--- src/rtl/tpb_pkg.sv ---
package tpb_pkg;
    typedef enum logic [0:0] {
        SEQ_IDLE = 1'b0,
        SEQ_RUN  = 1'b1
    } seq_state_e;
endpackage

--- src/rtl/tpb_store.sv ---
module tpb_store #(
    parameter int ENTRIES = 64,
    parameter int WORD_W  = 8,
    localparam int AW = $clog2(ENTRIES),
    localparam int BW = $clog2(WORD_W)
) (
    input  logic               clk,
    input  logic               rst_n,
    input  logic               wr_en,
    input  logic [AW-1:0]      wr_addr,
    input  logic [WORD_W-1:0]  wr_data,
    input  logic [BW-1:0]      sel_bit,
    output logic [ENTRIES-1:0] plane
);
    logic [WORD_W-1:0] mem [ENTRIES];

    // Word-wide column write
    always_ff @(posedge clk or negedge rst_n) begin
        if (!rst_n) begin
            for (int e = 0; e < ENTRIES; e++) mem[e] <= '0;
        end else if (wr_en) begin
            mem[wr_addr] <= wr_data;
        end
    end

    // Bit-row slice across every entry
    generate
        for (genvar e = 0; e < ENTRIES; e++) begin : g_slice
            assign plane[e] = mem[e][sel_bit];
        end
    endgenerate

    // the addressed entry holds the written word after the edge
    p_write_lands_r2: assert property (@(posedge clk) disable iff (!rst_n)
        wr_en |=> mem[$past(wr_addr)] == $past(wr_data));
endmodule

--- src/rtl/tpb_seq.sv ---
module tpb_seq
    import tpb_pkg::*;
#(
    parameter int WORD_W   = 8,
    parameter int NARROW_W = 4,
    localparam int BW = $clog2(WORD_W)
) (
    input  logic          clk,
    input  logic          rst_n,
    input  logic          clear,
    input  logic          seq_start,
    input  logic          seq_wide,
    output logic          busy,
    output logic [BW-1:0] idx,
    output logic          first
);
    localparam logic [BW-1:0] TOP_WIDE   = BW'(WORD_W - 1);
    localparam logic [BW-1:0] TOP_NARROW = BW'(NARROW_W - 1);

    seq_state_e    state, state_nx;
    logic [BW-1:0] cnt;
    logic          first_r;

    // State register
    always_ff @(posedge clk or negedge rst_n) begin
        if (!rst_n) state <= SEQ_IDLE;
        else        state <= state_nx;
    end

    // Transitions
    always_comb begin
        state_nx = state;
        unique case (state)
            SEQ_IDLE: if (seq_start && !clear) state_nx = SEQ_RUN;
            SEQ_RUN:  if (clear || cnt == '0)  state_nx = SEQ_IDLE;
            default:  state_nx = SEQ_IDLE;
        endcase
    end

    // Plane counter and first-plane flag
    always_ff @(posedge clk or negedge rst_n) begin
        if (!rst_n) begin
            cnt     <= '0;
            first_r <= 1'b0;
        end else begin
            unique case (state)
                SEQ_IDLE: begin
                    cnt     <= seq_wide ? TOP_WIDE : TOP_NARROW;
                    first_r <= 1'b1;
                end
                SEQ_RUN: begin
                    cnt     <= cnt - 1'b1;
                    first_r <= 1'b0;
                end
                default: begin
                    cnt     <= '0;
                    first_r <= 1'b0;
                end
            endcase
        end
    end

    // Outputs
    always_comb begin
        busy  = (state == SEQ_RUN);
        idx   = cnt;
        first = (state == SEQ_RUN) && first_r;
    end

    p_start_r5: assert property (@(posedge clk) disable iff (!rst_n)
        (state == SEQ_IDLE && seq_start && !clear) |=> (busy && first));
    p_wide_top_r5: assert property (@(posedge clk) disable iff (!rst_n)
        (state == SEQ_IDLE && seq_start && !clear && seq_wide) |=> idx == TOP_WIDE);
    p_narrow_top_r6: assert property (@(posedge clk) disable iff (!rst_n)
        (state == SEQ_IDLE && seq_start && !clear && !seq_wide) |=> idx == TOP_NARROW);
    p_step_r8: assert property (@(posedge clk) disable iff (!rst_n)
        (busy && idx != '0 && !clear) |=> (busy && !first && idx == $past(idx) - 1'b1));
    p_last_r6: assert property (@(posedge clk) disable iff (!rst_n)
        (busy && idx == '0) |=> !busy);
    p_abort_r9: assert property (@(posedge clk) disable iff (!rst_n)
        clear |=> !busy);
endmodule

--- src/rtl/tpb_out.sv ---
module tpb_out #(
    parameter int ENTRIES = 64,
    parameter int WORD_W  = 8,
    localparam int BW = $clog2(WORD_W)
) (
    input  logic               clk,
    input  logic               rst_n,
    input  logic               clear,
    input  logic               req_in,
    input  logic [BW-1:0]      sel_in,
    input  logic               msb_in,
    input  logic [ENTRIES-1:0] plane_in,
    output logic [BW-1:0]      sel_q,
    output logic [ENTRIES-1:0] plane_out,
    output logic               plane_valid,
    output logic               plane_msb
);
    logic req_q;
    logic msb_q;

    // Request capture on the falling edge
    always_ff @(negedge clk or negedge rst_n) begin
        if (!rst_n) begin
            req_q <= 1'b0;
            sel_q <= '0;
            msb_q <= 1'b0;
        end else begin
            req_q <= req_in;
            sel_q <= sel_in;
            msb_q <= msb_in;
        end
    end

    // Plane register on the rising edge
    always_ff @(posedge clk or negedge rst_n) begin
        if (!rst_n) begin
            plane_out   <= '0;
            plane_valid <= 1'b0;
            plane_msb   <= 1'b0;
        end else if (clear) begin
            plane_out   <= '0;
            plane_valid <= 1'b0;
            plane_msb   <= 1'b0;
        end else if (req_q) begin
            plane_out   <= plane_in;
            plane_valid <= 1'b1;
            plane_msb   <= msb_q;
        end else begin
            plane_valid <= 1'b0;
            plane_msb   <= 1'b0;
        end
    end

    p_clear_zero_r9: assert property (@(posedge clk) disable iff (!rst_n)
        clear |=> (plane_out == '0 && !plane_valid));
    p_hold_r4: assert property (@(posedge clk) disable iff (!rst_n)
        (!plane_valid && !$past(clear)) |-> $stable(plane_out));
    p_msb_valid_r7: assert property (@(posedge clk) disable iff (!rst_n)
        plane_msb |-> plane_valid);
endmodule

--- src/rtl/bitplane_buffer.sv ---
module bitplane_buffer
    import tpb_pkg::*;
#(
    parameter int ENTRIES  = 64,
    parameter int WORD_W   = 8,
    parameter int NARROW_W = 4,
    localparam int AW = $clog2(ENTRIES),
    localparam int BW = $clog2(WORD_W)
) (
    input  logic               clk,
    input  logic               rst_n,
    input  logic               wr_en,
    input  logic [AW-1:0]      wr_addr,
    input  logic [WORD_W-1:0]  wr_data,
    input  logic               rd_en,
    input  logic [BW-1:0]      rd_bit,
    input  logic               seq_start,
    input  logic               seq_wide,
    input  logic               clear,
    output logic [ENTRIES-1:0] plane_out,
    output logic               plane_valid,
    output logic               plane_msb
);
    logic               busy;
    logic [BW-1:0]      seq_idx;
    logic               seq_first;
    logic               req;
    logic [BW-1:0]      sel;
    logic               msb;
    logic [BW-1:0]      sel_q;
    logic [ENTRIES-1:0] plane_w;

    // The sequencer owns the read path while it runs
    always_comb begin
        req = busy | rd_en;
        sel = busy ? seq_idx : rd_bit;
        msb = busy & seq_first;
    end

    tpb_seq #(.WORD_W(WORD_W), .NARROW_W(NARROW_W)) u_seq (
        .clk(clk), .rst_n(rst_n), .clear(clear),
        .seq_start(seq_start), .seq_wide(seq_wide),
        .busy(busy), .idx(seq_idx), .first(seq_first)
    );

    tpb_store #(.ENTRIES(ENTRIES), .WORD_W(WORD_W)) u_store (
        .clk(clk), .rst_n(rst_n), .wr_en(wr_en), .wr_addr(wr_addr),
        .wr_data(wr_data), .sel_bit(sel_q), .plane(plane_w)
    );

    tpb_out #(.ENTRIES(ENTRIES), .WORD_W(WORD_W)) u_out (
        .clk(clk), .rst_n(rst_n), .clear(clear),
        .req_in(req), .sel_in(sel), .msb_in(msb), .plane_in(plane_w),
        .sel_q(sel_q), .plane_out(plane_out),
        .plane_valid(plane_valid), .plane_msb(plane_msb)
    );

    // a manual read never carries the sign flag
    p_manual_no_msb_r7: assert property (@(posedge clk) disable iff (!rst_n)
        (rd_en && !busy && !clear) |=> ##0 1'b1 ##0 (!plane_msb));
endmodule

--- config.mk ---
export PLATFORM = sky130hd
export DESIGN_NAME = bitplane_buffer
export DESIGN_NICKNAME = d
export VERILOG_FILES = /design/src/rtl/tpb_pkg.sv /design/src/rtl/tpb_store.sv /design/src/rtl/tpb_seq.sv /design/src/rtl/tpb_out.sv /design/src/rtl/bitplane_buffer.sv
export SDC_FILE = /design/constraint.sdc
export NUM_CORES = 1
export LEC_CHECK = 0
export ABC_CLOCK_PERIOD_IN_PS = 2700
export CORE_MARGIN = 2
export CORE_UTILIZATION = 60
export CTS_CLUSTER_DIAMETER = 80
export CTS_CLUSTER_SIZE = 30
export DETAILED_ROUTE_END_ITERATION = 6
export PLACE_DENSITY = 0.78
export SYNTH_ARGS = -nofsm -noshare
export SYNTH_HDL_FRONTEND = slang
export SYNTH_SLANG_ARGS = --single-unit
--- constraint.sdc ---
create_clock -name clk -period 2.7 [get_ports clk]
set_input_delay 0.54 -clock clk [delete_from_list [all_inputs] [get_ports clk]]
set_output_delay 0.54 -clock clk [all_outputs]
set_load 0.02 [all_outputs]
-- After elaboration in Yosys (flattened, before gate mapping)
Cells that the tools add are included.
- reductions and logical operators: 7
- order comparisons: 3
- bitwise gates (word level): 4
- multiplexer cells: 144
- add/sub/neg operators: 1
- operator list (kind ; count):
    $bwmux W512 ; 1
    $bmux W1 S3 ; 64
    $mux W64 ; 2
    $mux W1 ; 70
    $demux W8 S6 ; 1
    $mux W8 ; 1
    $ge A7 B7 Y1 const B ; 1
    $lt A7 B1 Y1 const B ; 1
    $not A6 Y7 ; 1
    $mux W3 ; 2
    $pmux W3 S2 ; 1
    $lt A3 B4 Y1 const B ; 1
    $pmux W1 S2 ; 2
    $logic_and A1 B1 Y1 ; 3
    $logic_not A3 Y1 ; 1
    $sub A3 B1 Y3 const B ; 1
    $reduce_bool A2 Y1 ; 1
    $and A1 B1 Y1 ; 1
    $logic_not A1 Y1 ; 1
    $logic_or A1 B1 Y1 ; 1
    $not A1 Y1 ; 1
    $or A1 B1 Y1 ; 1
- bits of input ports: 24
- register bits: 588

-- Depth between registers and ports, before layout
Gate-level depths: netlist (run 1).
- depth after elaboration: 6
- gate-level depth with buffers: 5
- gate-level depth less buffers: 4

-- Modules after synthesis
Synthesis (run 1) repeated with hierarchy kept, for this count alone.
- cell total of the unflattened synthesis: 1659
- area, all modules: 26614.3 µm²
- by module, submodules not included (module ; area each (µm²) ; seq. area each (µm²) ; cells an instance ; instances):
    tpb_store ; 23530.1 ; 12812.3 ; 1419 ; 1
    tpb_out ; 2819.0 ; 1776.7 ; 215 ; 1
    tpb_seq ; 217.7 ; 125.1 ; 20 ; 1
    bitplane_buffer ; 47.5 ; 0.0 ; 5 ; 1

==> metrics.txt, run 1 <==
status=finished, violations left; failing checks=setup timing; port bufs=89; vias in the first global route=16,800; first-pass GRT wire length=98,620 µm; EDFF count, synth=0; GR Overflow Total=0; main flop type after synthesis=dfrtp_1; RSZ-0062 raised after global routing=true; post-route cell area=30,450 µm²; Skew-Pair Late Insertion Delay=0.62 ns; Seq/Total Area, Yosys=55.78%; die height=~210 µm; die area=45,660 µm²; ys async rst share=100.0%; ratio of cells with drive above 1 in the final layout=51.28%; Critical Path Max Stage Delay=0.52 ns; Commonest cells post-synth=623 x mux2_2, 583 x dfrtp_1, 91 x clkbuf_1; Critical Path RT=3.19 ns; Cell variety after synth=37; H-tree depth=1; # IOs=90; power consumption=a little under 20 mW; initial antenna violation count=0; Iteration-0 DRC Markers=1,042; CP arrival=3.62 ns; Hold WC Path Type=input port to async pin; final WL=63,120 µm; Syn Area/Cell=14.64 µm²; CTS tree=built; Setup TNS Final=-20.84 ns; Root Buffer=clkbuf_16; Critical Path End Type=flop; WHS=0.4068 ns; core area=between 40,000 and 50,000 µm²; post-place setup slack=-0.4048 ns; Post-Syn Area=between 20,000 and 30,000 µm²; Residual DRC=0; leading area contributor after synthesis=dfrtp_1; Rel. slew slack=around 33%; hpwl dp=35,840 µm; Final Hold Vio Count=0; cell count after synthesis=around 1,800; most frequent cell after synthesis=mux2_2; PD cells=644.6 nW/µm²; initial core utilization=a little over 60%; count of clock tree sinks=588; CTS Buffer Depth=3; die width=213.7 µm; ANT nets after route=0; via/cell ratio=6.244; Placer Congestion=0.7707; ANT cells=0; number of max-cap violations=0; yosys warns=0; via count=15,890; Worst Skew=about 0.038 ns; CP Class=flop to flop; Setup WS post-layout=-0.4214 ns; Num CTS Buffers=29; GRT Total Usage=around 28%; clk slew on worst S/H paths=about 0.11 ns; maximum VDD drop=between 0.0004 and 0.0005 V; count of pins over their slew limit=0; worst-path fanout max=13; Synth Register Bits=588; site row count=76; Syn-to-layout area delta=15.41%; syn nets=approximately 1,800; leakage=14.24 nW; Final nets=~2,000; share of the synthesized area in the top cell type=~55%; Tightest Pin Transition=1.007 ns; Top cell by count, worst path=buf_12; drt pass-1 iters=4; final setup vio count=64; wire length per cell=24.80 µm; CP Launch Type=flop; DP Area=28,700 µm²; slowest library cell on the worst path=mux4_2; worst path cell trace=buf_12 -> buf_6 -> buf_12 -> mux4_2 -> nor2_1 -> o31ai_1; largest cells by area after synthesis=dfrtp_1 55%, mux2_2 27%, mux4_2 5.5%; pin count of the biggest net entering global routing=112
-- cells by family after synthesis --
group / after synthesis / share of synthesized area (%)
adders and majority gates: 2 / 0.09484
muxes: 706 / 32.87
DFF: 588 / 55.78
and+or+nand+nor: 227 / 5.369
buffers and inverters: 148 / 2.485
AOI/OAI and AO/OA: 131 / 3.405
-- cell type report --
type                       instances  area [µm²]
sequential                       588       14710
fill                            2847       12820
multi-input combinational       1066       11160
timing repair buffer             247        2814
clock buffer                      31       733.2
tap                              585       732.0
clock inverter                    22       270.3
inverter                           6       22.52
-- power by group --
group          switching [mW]  leakage, nW  internal, mW
clock network            3.13        0.486          2.24
registers               0.593         7.81          9.91
logic                    1.66         5.94          2.10
-- what timing repair did --
action                                 in CTS  in global routing
buffers inserted                           30                 12
setup endpoints to repair                  64                 64
hold buffers                                1                  0
resized for setup                          41                 14
endpoints found under the hold margin      35                  0
pin swaps                                   8                  9
cloned                                      2                  4
-- layer usage --
metal	GRT usage [%]	wire length, µm	vias up
met1	40.48	28070	8646
met3	3.559	2445	83
met5	0	0	-
met4	5.675	1200	0
met2	47.49	31410	355
li1	-	-	6806
-- placed cells by master (no fill, tap or decap), types with 33 or more instances in the layout --
cell type,Yosys,final
mux2_2,623,615
dfrtp_1,583,583
buf_4,16,100
clkdlybuf4s50_1,0,80
nand2_1,68,67
mux4_2,64,64
o31ai_1,64,64
nor2_1,66,56
o22ai_1,64,51
buf_12,0,46
nor2_2,24,33
clkbuf_16,0,33
-- through the flow --
| step | instances | utilization (%) |
|---|---|---|
| finish | 2545 | 70.37 |
| global route | 2545 | 70.37 |
| CTS | 2531 | 69.87 |
| detailed placement | 2447 | 66.32 |
| global placement | 2447 | 66.32 |
| floorplan | 1802 | - |
-- flip-flops by register name (all words and copies together), names as in the netlist --
signal	count
u_out.plane_valid	1
u_seq.busy	1
u_store.mem	512
u_seq.first_r	1
u_out.plane_msb	1
u_out.plane_out	64
u_out.msb_q	1
u_out.sel_q	3
u_out.req_q	1
u_seq.idx	3
-- worst paths after layout --
check / start / to / slack [ns] / depth (start not counted)
min: rst_n / u_store.mem[443] / 0.41 / 2
max: u_out.sel_q[0] / u_out.plane_out[44] / -0.42 / 6
max reg2reg: u_out.sel_q[0] / u_out.plane_out[44] / -0.42 / 6
min in group clk: u_seq.idx[0] / u_seq.idx[0] / 0.46 / 1
min reg2reg: u_seq.idx[0] / u_seq.idx[0] / 0.46 / 1
max in group asynchronous: rst_n / u_out.sel_q[0] / 0.71 / 2
-- worst max-delay path, delay by kind of cell, from the launching register on --
family                 cells  cell delay, ns
flip-flops                 1            0.46
multiplexers               1            0.52
buffers and inverters      3            0.47
AO/OA/AOI/OAI              1            0.08
AND/OR/NAND/NOR            1            0.13
Note: power is estimated with default switching activity, not from simulation.
==> run 2, diff against run 1 <==
--- a/config.mk
+++ b/config.mk
@@ -5,13 +5,15 @@
 export SDC_FILE = /design/constraint.sdc
 export NUM_CORES = 1
 export LEC_CHECK = 0
-export ABC_CLOCK_PERIOD_IN_PS = 2700
+export ABC_CLOCK_PERIOD_IN_PS = 2940
 export CORE_MARGIN = 2
 export CORE_UTILIZATION = 60
 export CTS_CLUSTER_DIAMETER = 80
 export CTS_CLUSTER_SIZE = 30
 export DETAILED_ROUTE_END_ITERATION = 6
-export PLACE_DENSITY = 0.78
+export DONT_BUFFER_PORTS = 1
+export GPL_TIMING_DRIVEN = 0
+export PLACE_DENSITY = 0.76
 export SYNTH_ARGS = -nofsm -noshare
 export SYNTH_HDL_FRONTEND = slang
 export SYNTH_SLANG_ARGS = --single-unit
==> constraint.sdc (replaced) <==
create_clock -name clk -period 2.94 [get_ports clk]
set_input_delay 0.588 -clock clk [delete_from_list [all_inputs] [get_ports clk]]
set_output_delay 0.588 -clock clk [all_outputs]
set_load 0.02 [all_outputs]
==> run 2 against run 1 <==
Net effect: the flow finishes with violations (hold timing, slew limit, setup timing); sequential share of layout area is 2.7 points higher; combinational power fell by 24%; register-to-register slack improved by 0.10 ns; non-clock buffer count is 97 lower; final cell count decreased by 3.8%; first-iteration DRC count up 26%; sequential cell count stayed put; die area unchanged; wire length fell by 0.47%; clock power down 3%; critical endpoint is now u_out.plane_out[40]; largest power group unchanged.
==> metrics.txt, run 2 (synthesis results as in run 1) <==
wire length per cell=25.65 µm (+3.4%); die area=45,660 µm² (unchanged); Final Hold Vio Count=239 (+239); sequential power share=54.7% (+1.2 points); GR Overflow Total=0 (unchanged); initial antenna violation count=1 (+1); final setup vio count=64 (unchanged); PD cells=616.8 nW/µm² (-4.3%); Largest Register=u_store.mem; Largest regs=u_store.mem: 512 flops, u_out.plane_out: 64 flops; commonest non-fill, non-tap cell in the layout=mux2_2; initial core utilization=60.97% (unchanged); die height=213.7 µm (unchanged); CP Class=flop to flop; CP startpoint=u_out.sel_q[0]; Critical Path RT=3.41 ns (+0.22 ns); pin count of the biggest net entering global routing=589 (+430%); CP arrival=3.73 ns (+0.11 ns); Worst Skew=0.04923 ns (+0.01141 ns); Setup TNS Final=-16.23 ns (+4.607 ns); core area=43,270 µm² (unchanged); CP Launch Type=flop; Residual DRC=0 (unchanged); Syn-to-layout area delta=9.282%; die width=213.7 µm (unchanged); Rel. slew slack=-39.94% (-73 points); Setup crit end=u_out.plane_out[40]; maximum VDD drop=0.0003429 V (-30%); Psw=4.798 mW (-11%); Critical Path End Type=flop; worst-path fanout max=10 (-3); ratio of cells with drive above 1 in the final layout=50.08% (-1.2 points); number of max-cap violations=0 (unchanged); vias in the first global route=16,090 (-4.2%); Clk network pwr share=29.3% (+1.9 points); port bufs=0 (-100%); CTS Buffer Depth=3 (unchanged); count of pins over their slew limit=387 (+387); CTS tree=built; Pint=12.98 mW (-8.9%); post-place setup slack=-0.9917 ns (-0.5869 ns); Iteration-0 DRC Markers=1,317 (+26%); failing checks=hold timing, slew limit, setup timing; Sw Ratio=26.99% (-0.43 points); H-tree depth=1 (unchanged); Skew-Pair Late Insertion Delay=0.63 ns (about the same); hpwl dp=40,210 µm (+12%); Tightest Pin Transition=2.099 ns (+1.092 ns); via/cell ratio=6.207 (-0.59%); RSZ-0062 raised after global routing=true; via count=15,200 (-4.3%); Hold WC Path Type=input port to async pin; first-pass GRT wire length=96,650 µm (-2.0%); Setup WS post-layout=-0.3187 ns (+0.1027 ns); Placer Congestion=0.7973 (+3.5%); drt pass-1 iters=5 (+1); status=finished, violations left; count of clock tree sinks=588 (unchanged); commonest non-fill, non-tap cells in the layout=622 x mux2_2, 583 x dfrtp_1, 67 x nand2_1; # IOs=90 (unchanged); number of flip-flops in the largest register=512 (unchanged); final WL=62,830 µm (-0.47%); Comb power frac=16.0% (-3.1 points); WHS=-0.3357 ns (-0.7424 ns); FF-to-FF End=u_out.plane_out[40]; site row count=76 (unchanged); ANT nets after route=0 (unchanged); clk slew on worst S/H paths=0.11 ns (about the same); leakage=13.45 nW (-5.5%); Root Buffer=clkbuf_16; Num CTS Buffers=30 (+3.4%); Fill cells=3,025 (+6.3%); FF-to-FF Start=u_out.sel_q[0]; Layout Utilization=66.63% (-3.7 points); R2R Setup Slk=-0.32 ns (+0.10 ns); GRT Total Usage=28.32% (-0.034 points); Final nets=1,868 (-4.9%); R2R depth=6 (unchanged)
## run 2: critical path, stage by stage (launching register included)
cell     delay, ns
dfrtn_1       0.45
buf_12        0.15
buf_12        0.16
buf_12        0.17
mux4_2        0.51
nor2_1        0.11
o31ai_1       0.10
## run 2: worst min-delay path by stage
| stage | slack [ns] | endpoint | cells past startpoint | startpoint |
|---|---|---|---|---|
| 4_1_cts | -0.35 | u_out.plane_out[47] | 0 | rst_n |
| 2_1_floorplan | 0.29 | u_out.plane_msb | 0 | rst_n |
| 5_1_grt | -0.37 | u_store.mem[128] | 0 | rst_n |
| 3_5_place_dp | 0.31 | u_out.plane_out[47] | 0 | rst_n |
| 6_report | -0.34 | u_out.plane_out[47] | 0 | rst_n |
| 3_3_place_gp | 0.31 | u_out.plane_out[47] | 0 | rst_n |
## run 2: per-layer routing
metal / track usage (%) / share of wire [%]
met5: 0 / 0
met4: 9.722 / 3.4
met3: 4.525 / 5.6
met2: 47.42 / 49
met1: 38.01 / 42
## run 2: power by group through the flow
stage               combinational, mW  sequential (mW)  clock, mW
detailed placement               2.65             9.88          0
global route                     3.04             9.84       5.61
floorplan                        2.08             9.68          0
finish                           2.85             9.72       5.21
global placement                 2.56             9.79          0
CTS                              2.81             9.71       5.30
## run 2: stage by stage
step           power [mW]  instance area, µm²  instances
2_1_floorplan       11.76               26440       1802
3_3_place_gp        12.35               27170       2387
3_5_place_dp        12.52               27190       2388
4_1_cts             17.82               28730       2448
5_1_grt             18.49               28830       2448
6_report            17.78               28830       2449
## run 2: final cells by class
| type | instances | area [µm²] | area share (%) |
|---|---|---|---|
| diodes | 1 | 2.502 | 0.008680 |
| plain buffers | 140 | 887.1 | 3.077 |
| clock buffers | 32 | 789.5 | 2.739 |
| clock inverters | 21 | 311.5 | 1.081 |
| inverters | 6 | 22.52 | 0.07812 |
| multi-input cells | 1066 | 11150 | 38.67 |
| flip-flops and latches | 588 | 14710 | 51.04 |
| well taps | 585 | 732.0 | 2.539 |
| repair buffers | 10 | 222.7 | 0.7725 |
## run 2: what timing repair did
item	CTS	global route
buffers inserted	5	0
hold endpoints to repair	583	583
pin swaps	0	5
cloned	3	1
setup endpoints to repair	66	64
gates resized for setup	94	31
